==> src/rtl/pwrm_pkg.sv <==
package pwrm_pkg;

  typedef enum logic [2:0] {
    M_RUN  = 3'd0,
    M_IDLE = 3'd1,
    M_PDWN = 3'd2,
    M_OSCW = 3'd3,
    M_EMU  = 3'd4
  } pm_state_e;

  typedef struct packed {
    logic cpu_clk;
    logic osc;
    logic per_clk;
    logic ctr_clk;
    logic strb_force;
    logic strb_level;
    logic strb_weak;
    logic lo_float;
    logic hi_addr;
    logic ports_weak;
  } pm_out_t;

  localparam pm_out_t PM_OUT_RUN = '{cpu_clk: 1'b1, osc: 1'b1, per_clk: 1'b1,
                                     ctr_clk: 1'b1, default: 1'b0};

endpackage

==> src/rtl/pwrm_rst_filter.sv <==
module pwrm_rst_filter #(
  parameter int RST_CLKS = 24
) (
  input  logic clk,
  input  logic rst,
  input  logic rst_pin,
  input  logic osc_run,
  output logic cpu_rst
);
  localparam int CW = $clog2(RST_CLKS + 1);
  localparam logic [CW-1:0] LIMIT = CW'(RST_CLKS);

  logic [CW-1:0] cnt_q;

  always_ff @(posedge clk) begin
    if (rst || !rst_pin) cnt_q <= '0;
    else if (osc_run && cnt_q != LIMIT) cnt_q <= cnt_q + 1'b1;
  end

  assign cpu_rst = (cnt_q == LIMIT);

  a_r1_drop: assert property (@(posedge clk) disable iff (rst)
    !rst_pin |=> !cpu_rst);
  a_r1_rise_needs_pin: assert property (@(posedge clk) disable iff (rst)
    $rose(cpu_rst) |-> $past(rst_pin));

endmodule

==> src/rtl/pwrm_wake.sv <==
module pwrm_wake #(
  parameter int N_EXT = 2
) (
  input  logic [N_EXT-1:0] ext_pin_n,
  input  logic [N_EXT-1:0] ext_en,
  input  logic [N_EXT-1:0] ext_trig_edge,
  output logic             wake_low
);
  logic [N_EXT-1:0] line_hit;

  for (genvar i = 0; i < N_EXT; i++) begin : g_line
    assign line_hit[i] = ext_en[i] & ~ext_trig_edge[i] & ~ext_pin_n[i];
  end

  assign wake_low = |line_hit;

endmodule

==> src/rtl/pwrm_fsm.sv <==
module pwrm_fsm
  import pwrm_pkg::*;
(
  input  logic      clk,
  input  logic      rst,
  input  logic      cpu_rst,
  input  logic      rst_pin,
  input  logic      ale_pin,
  input  logic      psen_pin,
  input  logic      idle_req,
  input  logic      pd_req,
  input  logic      irq_any,
  input  logic      wake_low,
  input  logic      osc_stable,
  output pm_state_e state_d,
  output logic      ram_inh
);
  pm_state_e state_q;
  logic      arm_q;

  always_comb begin
    state_d = state_q;
    if (cpu_rst) begin
      if (!rst_pin && arm_q && !ale_pin) state_d = M_EMU;
      else                               state_d = M_RUN;
    end else begin
      unique case (state_q)
        M_RUN: begin
          if (pd_req)        state_d = M_PDWN;
          else if (idle_req) state_d = M_IDLE;
        end
        M_IDLE: if (rst_pin || irq_any) state_d = M_RUN;
        M_PDWN: if (rst_pin || wake_low) state_d = M_OSCW;
        M_OSCW: if (osc_stable && !wake_low && !rst_pin) state_d = M_RUN;
        M_EMU:  state_d = M_EMU;
        default: state_d = M_RUN;
      endcase
    end
  end

  always_ff @(posedge clk) begin
    if (rst) begin
      state_q <= M_RUN;
      arm_q   <= 1'b0;
      ram_inh <= 1'b0;
    end else begin
      state_q <= state_d;
      if (cpu_rst && rst_pin) arm_q <= !ale_pin && (psen_pin || arm_q);
      else if (!cpu_rst)      arm_q <= 1'b0;
      if (state_q == M_IDLE && rst_pin && !cpu_rst) ram_inh <= 1'b1;
      else if (cpu_rst || !rst_pin)                 ram_inh <= 1'b0;
    end
  end

  a_r3_idle_hold: assert property (@(posedge clk) disable iff (rst)
    (state_q == M_IDLE && !irq_any && !rst_pin && !cpu_rst) |=> state_q == M_IDLE);
  a_r5_pd_hold: assert property (@(posedge clk) disable iff (rst)
    (state_q == M_PDWN && !rst_pin && !wake_low && !cpu_rst) |=> state_q == M_PDWN);
  a_r10_inh_release: assert property (@(posedge clk) disable iff (rst)
    (ram_inh && cpu_rst) |=> !ram_inh);
  a_r9_emu_stays: assert property (@(posedge clk) disable iff (rst)
    (state_q == M_EMU && !cpu_rst) |=> state_q == M_EMU);

endmodule

==> src/rtl/pwrm_out_dec.sv <==
module pwrm_out_dec
  import pwrm_pkg::*;
(
  input  logic      clk,
  input  logic      rst,
  input  pm_state_e state_d,
  input  logic      ext_code,
  input  logic      ctr_idle_stop,
  output pm_out_t   out_q
);
  pm_out_t out_d;

  always_comb begin
    out_d = PM_OUT_RUN;
    unique case (state_d)
      M_IDLE: begin
        out_d.cpu_clk    = 1'b0;
        out_d.ctr_clk    = !ctr_idle_stop;
        out_d.strb_force = 1'b1;
        out_d.strb_level = 1'b1;
        out_d.lo_float   = ext_code;
        out_d.hi_addr    = ext_code;
      end
      M_PDWN, M_OSCW: begin
        out_d.cpu_clk    = 1'b0;
        out_d.osc        = (state_d == M_OSCW);
        out_d.per_clk    = 1'b0;
        out_d.ctr_clk    = 1'b0;
        out_d.strb_force = 1'b1;
        out_d.strb_level = 1'b0;
        out_d.lo_float   = ext_code;
      end
      M_EMU: begin
        out_d.cpu_clk    = 1'b0;
        out_d.strb_weak  = 1'b1;
        out_d.lo_float   = 1'b1;
        out_d.ports_weak = 1'b1;
      end
      default: out_d = PM_OUT_RUN;
    endcase
  end

  always_ff @(posedge clk) begin
    if (rst) out_q <= PM_OUT_RUN;
    else     out_q <= out_d;
  end

endmodule

==> src/rtl/pwrm_ctrl.sv <==
module pwrm_ctrl
  import pwrm_pkg::*;
#(
  parameter int CLKS_PER_MC = 12,
  parameter int RST_MC      = 2,
  parameter int N_IRQ       = 7,
  parameter int N_EXT       = 2
) (
  input  logic             clk,
  input  logic             rst,
  input  logic             rst_pin,
  input  logic             idle_req,
  input  logic             pd_req,
  input  logic [N_IRQ-1:0] irq_pend,
  input  logic [N_EXT-1:0] ext_pin_n,
  input  logic [N_EXT-1:0] ext_trig_edge,
  input  logic [N_EXT-1:0] ext_en,
  input  logic             ale_pin,
  input  logic             psen_pin,
  input  logic             osc_stable,
  input  logic             ext_code,
  input  logic             ctr_idle_stop,
  output logic             cpu_rst,
  output logic             cpu_clk_en,
  output logic             osc_en,
  output logic             per_clk_en,
  output logic             ctr_clk_en,
  output logic             strb_force,
  output logic             strb_level,
  output logic             strb_weak,
  output logic             lo_port_float,
  output logic             hi_port_addr,
  output logic             ports_weak,
  output logic             ram_wr_inh
);
  localparam int RST_CLKS = CLKS_PER_MC * RST_MC;

  pm_state_e state_d;
  pm_out_t   outs;
  logic      wake_low;

  pwrm_rst_filter #(.RST_CLKS(RST_CLKS)) u_filt (
    .clk(clk), .rst(rst), .rst_pin(rst_pin),
    .osc_run(outs.osc && osc_stable), .cpu_rst(cpu_rst)
  );

  pwrm_wake #(.N_EXT(N_EXT)) u_wake (
    .ext_pin_n(ext_pin_n), .ext_en(ext_en), .ext_trig_edge(ext_trig_edge),
    .wake_low(wake_low)
  );

  pwrm_fsm u_fsm (
    .clk(clk), .rst(rst), .cpu_rst(cpu_rst), .rst_pin(rst_pin),
    .ale_pin(ale_pin), .psen_pin(psen_pin), .idle_req(idle_req),
    .pd_req(pd_req), .irq_any(|irq_pend), .wake_low(wake_low),
    .osc_stable(osc_stable), .state_d(state_d), .ram_inh(ram_wr_inh)
  );

  pwrm_out_dec u_dec (
    .clk(clk), .rst(rst), .state_d(state_d), .ext_code(ext_code),
    .ctr_idle_stop(ctr_idle_stop), .out_q(outs)
  );

  assign cpu_clk_en    = outs.cpu_clk;
  assign osc_en        = outs.osc;
  assign per_clk_en    = outs.per_clk;
  assign ctr_clk_en    = outs.ctr_clk;
  assign strb_force    = outs.strb_force;
  assign strb_level    = outs.strb_level;
  assign strb_weak     = outs.strb_weak;
  assign lo_port_float = outs.lo_float;
  assign hi_port_addr  = outs.hi_addr;
  assign ports_weak    = outs.ports_weak;

  a_r2_reset_runs: assert property (@(posedge clk) disable iff (rst)
    (cpu_rst && rst_pin) |=> (cpu_clk_en && osc_en));
  a_r6_osc_before_cpu: assert property (@(posedge clk) disable iff (rst)
    $rose(osc_en) |-> !cpu_clk_en);

endmodule

==> config.mk <==
export PLATFORM = sky130hd
export DESIGN_NAME = pwrm_ctrl
export DESIGN_NICKNAME = d
export VERILOG_FILES = /design/src/rtl/pwrm_pkg.sv /design/src/rtl/pwrm_rst_filter.sv /design/src/rtl/pwrm_wake.sv /design/src/rtl/pwrm_fsm.sv /design/src/rtl/pwrm_out_dec.sv /design/src/rtl/pwrm_ctrl.sv
export SDC_FILE = /design/constraint.sdc
export NUM_CORES = 1
export LEC_CHECK = 0
export BUFFER_PORTS_ARGS = -buffer_cell sky130_fd_sc_hd__buf_2
export CAP_MARGIN = 0
export CELL_PAD_IN_SITES_DETAIL_PLACEMENT = 1
export CELL_PAD_IN_SITES_GLOBAL_PLACEMENT = 1
export CORE_ASPECT_RATIO = 1.75
export CORE_UTILIZATION = 30
export DETAILED_ROUTE_END_ITERATION = 7
export PLACE_DENSITY = 0.83
export SLEW_MARGIN = 25
export SYNTH_ARGS = -nofsm -noshare
export SYNTH_HDL_FRONTEND = slang
export SYNTH_SLANG_ARGS = --single-unit
==> constraint.sdc <==
create_clock -name clk -period 1.8 [get_ports clk]
set_input_delay 0.36 -clock clk [delete_from_list [all_inputs] [get_ports clk]]
set_output_delay 0.36 -clock clk [all_outputs]
set_load 0.005 [all_outputs]
==> results of run 1 <==
## area by class of cell
cell class | instances | area, um2 | share of cell area (%)
Multi-Input combinational cell | 57 | 411.6 | 36.56
Sequential cell | 19 | 380.4 | 33.78
Timing Repair Buffer | 42 | 230.2 | 20.44
Clock buffer | 4 | 45.04 | 4.000
Tap cell | 26 | 32.53 | 2.889
Inverter | 7 | 26.28 | 2.333
## flip-flops by register name, summed over array words and instances (netlist names)
register,count
u_dec.out_q,9
u_fsm.ram_inh,1
u_filt.cnt_q,5
u_fsm.state_q,3
u_fsm.arm_q,1
## path summary, 6_finish.rpt
| kind | start | endpoint |
|---|---|---|
| worst max-delay path | u_filt.cnt_q[1]$_SDFFE_PP0P_ | cpu_rst |
| worst min-delay path | ctr_idle_stop | u_dec.out_q[6]$_SDFF_PP1_ |
| worst max register to register | u_filt.cnt_q[1]$_SDFFE_PP0P_ | u_dec.out_q[2]$_SDFF_PP0_ |
| worst min register to register | u_fsm.arm_q$_SDFFE_PP0P_ | u_dec.out_q[3]$_SDFF_PP0_ |
## logic make-up (layout without fill, tap and decap cells)
kind of cell               count (synthesis)  count (layout)
AOI/OAI and AO/OA                         16              16
xor gates and xnor gates                   4               4
buffers and inverters                      9              53
muxes                                      1               1
and+or+nand+nor                           34              34
DFF                                       19              19
adders and majority gates                  2               2
## layout by cell type (no fill, tap or decap), types with 2 or more instances in the layout
cell      instances
nor3b_1           2
buf_4             8
inv_1             4
a31oi_1           2
dfxtp_1          19
a21oi_1           4
a21o_1            2
clkbuf_8          3
nor2_1           12
and2_1            3
xor2_1            3
buf_2            34
nor3_1            2
ha_1              2
nand2b_1          2
nand4_1           2
inv_2             3
## repair_timing
item	in CTS	in global routing
endpoints found under the hold margin	0	0
setup endpoints to repair	0	6
gates resized for setup	0	2
## cells in the mapped netlist, drive strengths merged (3+ instances only)
| library cell | number | area share (%) |
|---|---|---|
| and2 | 3 | 2.3 |
| xor2 | 3 | 3.2 |
| a21oi | 4 | 2.4 |
| dfxtp | 19 | 46 |
| inv | 7 | 3.2 |
| nor3 | 3 | 2.4 |
| nor2 | 13 | 5.9 |
## metal layers
layer	vias up	GRT usage, %
met5	-	0
met4	0	6.452
met2	26	34.20
met1	396	13.23
li1	389	-
met3	5	3.023
## report_power, final
group / internal [uW] / leakage, uW / switching (uW)
combinational: 76.5 / 0.000334 / 70.7
sequential: 445 / 0.000156 / 13.7
clock: 158 / 0.0000228 / 143
## stage by stage
step,total power [uW],hold slack [ns],TNS (ns)
finish,906.3,0.2666,0
global route,941.0,0.2847,0
floorplan,539.6,0.4324,0
CTS,911.3,0.2710,0
global placement,609.0,0.4996,-0.2959
detailed placement,615.2,0.5311,-0.6372
## critical path, stage by stage, from the launching register on
cell and delay [ns]:
dfxtp_1 0.39, inv_1 0.06, ha_1 0.19, nand4b_1 0.14, inv_2 0.05, buf_4 0.14, buf_2 0.12
==> qor.csv, run 1 <==
metric,value,unit
whs_path_depth,2,
setup_viol,0,
firstDrtPassIters,4,
p_leak,0.0005120,uW
reg2reg_depth,8,
synthesis.area,825.8,um2
cp_data_arrival_time,1.35,ns
final_util,44.12,%
antenna_found_initial,0,
totalWireLength,2.170,mm
drc,0,
synth_xor_xnor_area_share,4.242,%
cp-start-kind,flip-flop,
worstPathRequired,1.44,ns
endpoint_kind,output pin,
synthAdderAreaFrac,3.030,%
synth_fp_nets,110,
routed-wl-met3,92,um
status,"complete, no violations",
ant_nets,0,
die_h,71.41,um
fmax,584.7,MHz
drive_gt1_share,42.64,%
fin_area,1126,um2
clockRootBuffer,clkbuf_8,
synth_top_family_by_area,simple AND/OR/NAND/NOR gates,
synth_mux_area_share,1.212,%
slew_headroom,71.00,%
syn2layout_area_growth,36.36,%
fin_crit,1.710,ns
rsz0062_at_grt,no,
critPathKind,flip-flop to output pin,
num_vias,816,
htree_levels,1,
min_period_over_period,95.01,%
hold_class,primary input to flip-flop,
numPlacedInstances,151,
numCtsBuffers,3,
skew,0.002636,ns
drt_iter0_drc,14,
cts_hold_buf,0,
gp_congestion,0.7313,
portBuffers,34,
post-dp-hpwl,1.832,mm
grt_max_degree,11,
coreArea,2552,um2
ys_seq_area_share,46.06,%
peakVddDrop,0.0005006,V
final_cell_count_no_fill,155,
dr_wl_met2,1.309,mm
synth_seq_cells,19,
synth-simple-area-share,25.15,%
wl_met1,732,um
finalHoldViolations,0,
fill_cells,322,
clk_latency,0.26,ns
num_rows,24,
clk_pin_slew_worst_paths,0.07,ns
io_pins,35,
wl_per_cell,14.00,um
synth_compound_area_share,15.76,%
setup_ws,0.08981,ns
synthArstFlopShare,0,%
track_usage,16.01,%
place_ws,-0.1931,ns
dr.max_layer_used,met4,
num_antenna_cells,0,
grt_pass1_vias,866,
powerDensity,804.8,nW/um2
clock_sinks,19,
die_area,2975,um2
die_w,41.66,um
synth_cells,85,
cts.path.max_buffers,2,
worst_pin_slew,0.4342,ns
r2r_slack,0.13,ns
synth_edf_count,0,
dpl_cell_area,1077,um2
nets,155,
grt_pass1_wl,3.629,mm
tritoncts,built,
synthFlopType,dfxtp_1,
cts_setup_buffers,0,
yosysWarningCount,0,
synth.avg_cell_area,9.715,um2
yosysUniqueCellTypes,36,
vias_per_cell,5.265,
cap_violations,0,
slew_violations,0,
cp_max_fo,4,
grt_overflow,0,
initial_core_util,32.35,%
(Power assumes the default switching activity.)
==> inputs of run 2 (changes only) <==
--- a/config.mk
+++ b/config.mk
@@ -13,6 +13,7 @@
 export CORE_UTILIZATION = 30
 export DETAILED_ROUTE_END_ITERATION = 7
 export PLACE_DENSITY = 0.83
+export RECOVER_POWER = 50
 export SLEW_MARGIN = 25
 export SYNTH_ARGS = -nofsm -noshare
 export SYNTH_HDL_FRONTEND = slang
==> qor.csv, run 2 (synthesis results as in run 1) <==
metric,value,unit,change
firstDrtPassIters,4,,unchanged
cp-start-kind,flip-flop,,
largest_registers,"u_dec.out_q (9), u_filt.cnt_q (5), u_fsm.state_q (3)",,
worst_pin_slew,0.4342,ns,unchanged
use_met3,3.023,%,unchanged
timing.hold.ws,0.2666,ns,unchanged
num_vias,816,,unchanged
cts_hold_buf,0,,unchanged
drt_iter0_drc,14,,unchanged
min_period_over_period,95.01,%,unchanged
skew,0.002636,ns,unchanged
setup_viol,0,,unchanged
htree_levels,1,,unchanged
numPlacedInstances,151,,unchanged
post-dp-hpwl,1.832,mm,unchanged
wl_per_cell,14.03,um,+0.18%
peakVddDrop,0.0005003,V,about the same
dpl_cell_area,1077,um2,unchanged
met1_usage,13.23,%,unchanged
clock_sinks,19,,unchanged
track_usage,16.01,%,unchanged
clk_latency,0.26,ns,about the same
totalWireLength,2.174,mm,+0.18%
slew_violations,0,,unchanged
drc,0,,unchanged
nets,155,,unchanged
rsz0062_at_grt,no,,
regMostFlops,u_dec.out_q,,
io_pins,35,,unchanged
clockRootBuffer,clkbuf_8,,
vias_per_cell,5.265,,unchanged
cp_data_arrival_time,1.35,ns,about the same
final_cell_mix,"buf_2 (31), dfxtp_1 (19), nor2_1 (12)",,
grt_util_met2,34.20,%,unchanged
powerDensity,806.8,nW/um2,+0.25%
die_w,41.66,um,unchanged
cts_setup_buffers,0,,unchanged
portBuffers,34,,unchanged
largest_register_ffs,9,,unchanged
num_antenna_cells,0,,unchanged
status,"complete, no violations",,
die_area,2975,um2,unchanged
final_cell_count_no_fill,155,,unchanged
cts.path.max_buffers,2,,unchanged
grt_pass1_wl,3.629,mm,unchanged
critPathKind,flip-flop to output pin,,
slew_headroom,71.00,%,unchanged
grt_pass1_vias,866,,unchanged
drive_gt1_share,40.31,%,-2.3 points
fin_crit,1.710,ns,unchanged
syn2layout_area_growth,35.91,%,
fmax,584.7,MHz,unchanged
p_leak,0.0005012,uW,-2.1%
endpoint_kind,output pin,,
gp_congestion,0.7313,,unchanged
clk_pin_slew_worst_paths,0.07,ns,about the same
coreArea,2552,um2,unchanged
seqCellArea,380.4,um2,unchanged
ant_nets,0,,unchanged
antenna_found_initial,0,,unchanged
fill_cells,325,,+0.93%
grt_overflow,0,,unchanged
numCtsBuffers,3,,unchanged
initial_core_util,32.35,%,unchanged
num_rows,24,,unchanged
final_util,43.97,%,-0.15 points
final_common_cell,buf_2,,
cp_max_fo,4,,unchanged
die_h,71.41,um,unchanged
cap_violations,0,,unchanged
critical-path-max-stage-delay,0.39,ns,about the same
worstPathRequired,1.44,ns,about the same
multi_input_area,411.6,um2,unchanged
tritoncts,built,,
finalHoldViolations,0,,unchanged
grt_max_degree,11,,unchanged
fin_area,1122,um2,-0.33%
path_cells,inv_1 > ha_1 > nand4b_1 > inv_2 > buf_4 > buf_2,,
hold_class,primary input to flip-flop,,
crit_slowest_cell,dfxtp_1,,
grt_most_used_layer,met2,,
[run 2: final cells by class]
class,instances,area share (%)
Multi-Input combinational cell,57,36.68
Sequential cell,19,33.89
Timing Repair Buffer,42,20.18
Clock buffer,4,4.013
Tap cell,26,2.899
Inverter,7,2.341
[run 2: stage by stage]
stage,total power [uW],worst slack (ns),setup TNS (ns)
6_report,905.5,0.08981,0
3_3_place_gp,609.0,-0.1058,-0.2959
4_1_cts,911.3,0.007441,0
3_5_place_dp,615.2,-0.1931,-0.6372
5_1_grt,940.1,0.01573,0
2_1_floorplan,539.6,0.04487,0
[run 2: metal layers]
metal | vias up | routed length, um | part of all wire, %
met5 | - | 0 | 0
met4 | 0 | 36 | 1.7
met3 | 5 | 97 | 4.5
met2 | 26 | 1308 | 60
met1 | 396 | 733 | 34
li1 | 389 | - | -
[run 2: report_power, final]
group	internal (uW)	switching, uW	leakage [uW]
sequential	445	13.8	0.000156
clock	158	143	0.0000228
combinational	75.6	70.7	0.000323
total	678	227	0.000501
[run 2: repair_timing]
action                                  4_1_cts  5_1_grt
resized for setup                             0        2
hold endpoints to repair                      0        0
endpoints found under the setup margin        0        6
[run 2: path summary, 6_finish.rpt]
| path | start | end | slack [ns] | depth (start not counted) |
|---|---|---|---|---|
| max reg2reg | u_filt.cnt_q[1]$_SDFFE_PP0P_ | u_dec.out_q[2]$_SDFF_PP0_ | 0.13 | 8 |
| min reg2reg | u_fsm.arm_q$_SDFFE_PP0P_ | u_dec.out_q[3]$_SDFF_PP0_ | 0.55 | 2 |
| min | ctr_idle_stop | u_dec.out_q[6]$_SDFF_PP1_ | 0.27 | 2 |
| max | u_filt.cnt_q[1]$_SDFFE_PP0P_ | cpu_rst | 0.09 | 6 |
[run 2: worst max-delay path: cells and delay by family (launching register included)]
kind | cells | cell delay [ns]
and+or+nand+nor | 1 | 0.14
buffers and inverters | 4 | 0.37
DFF | 1 | 0.39
adders and majority gates | 1 | 0.19
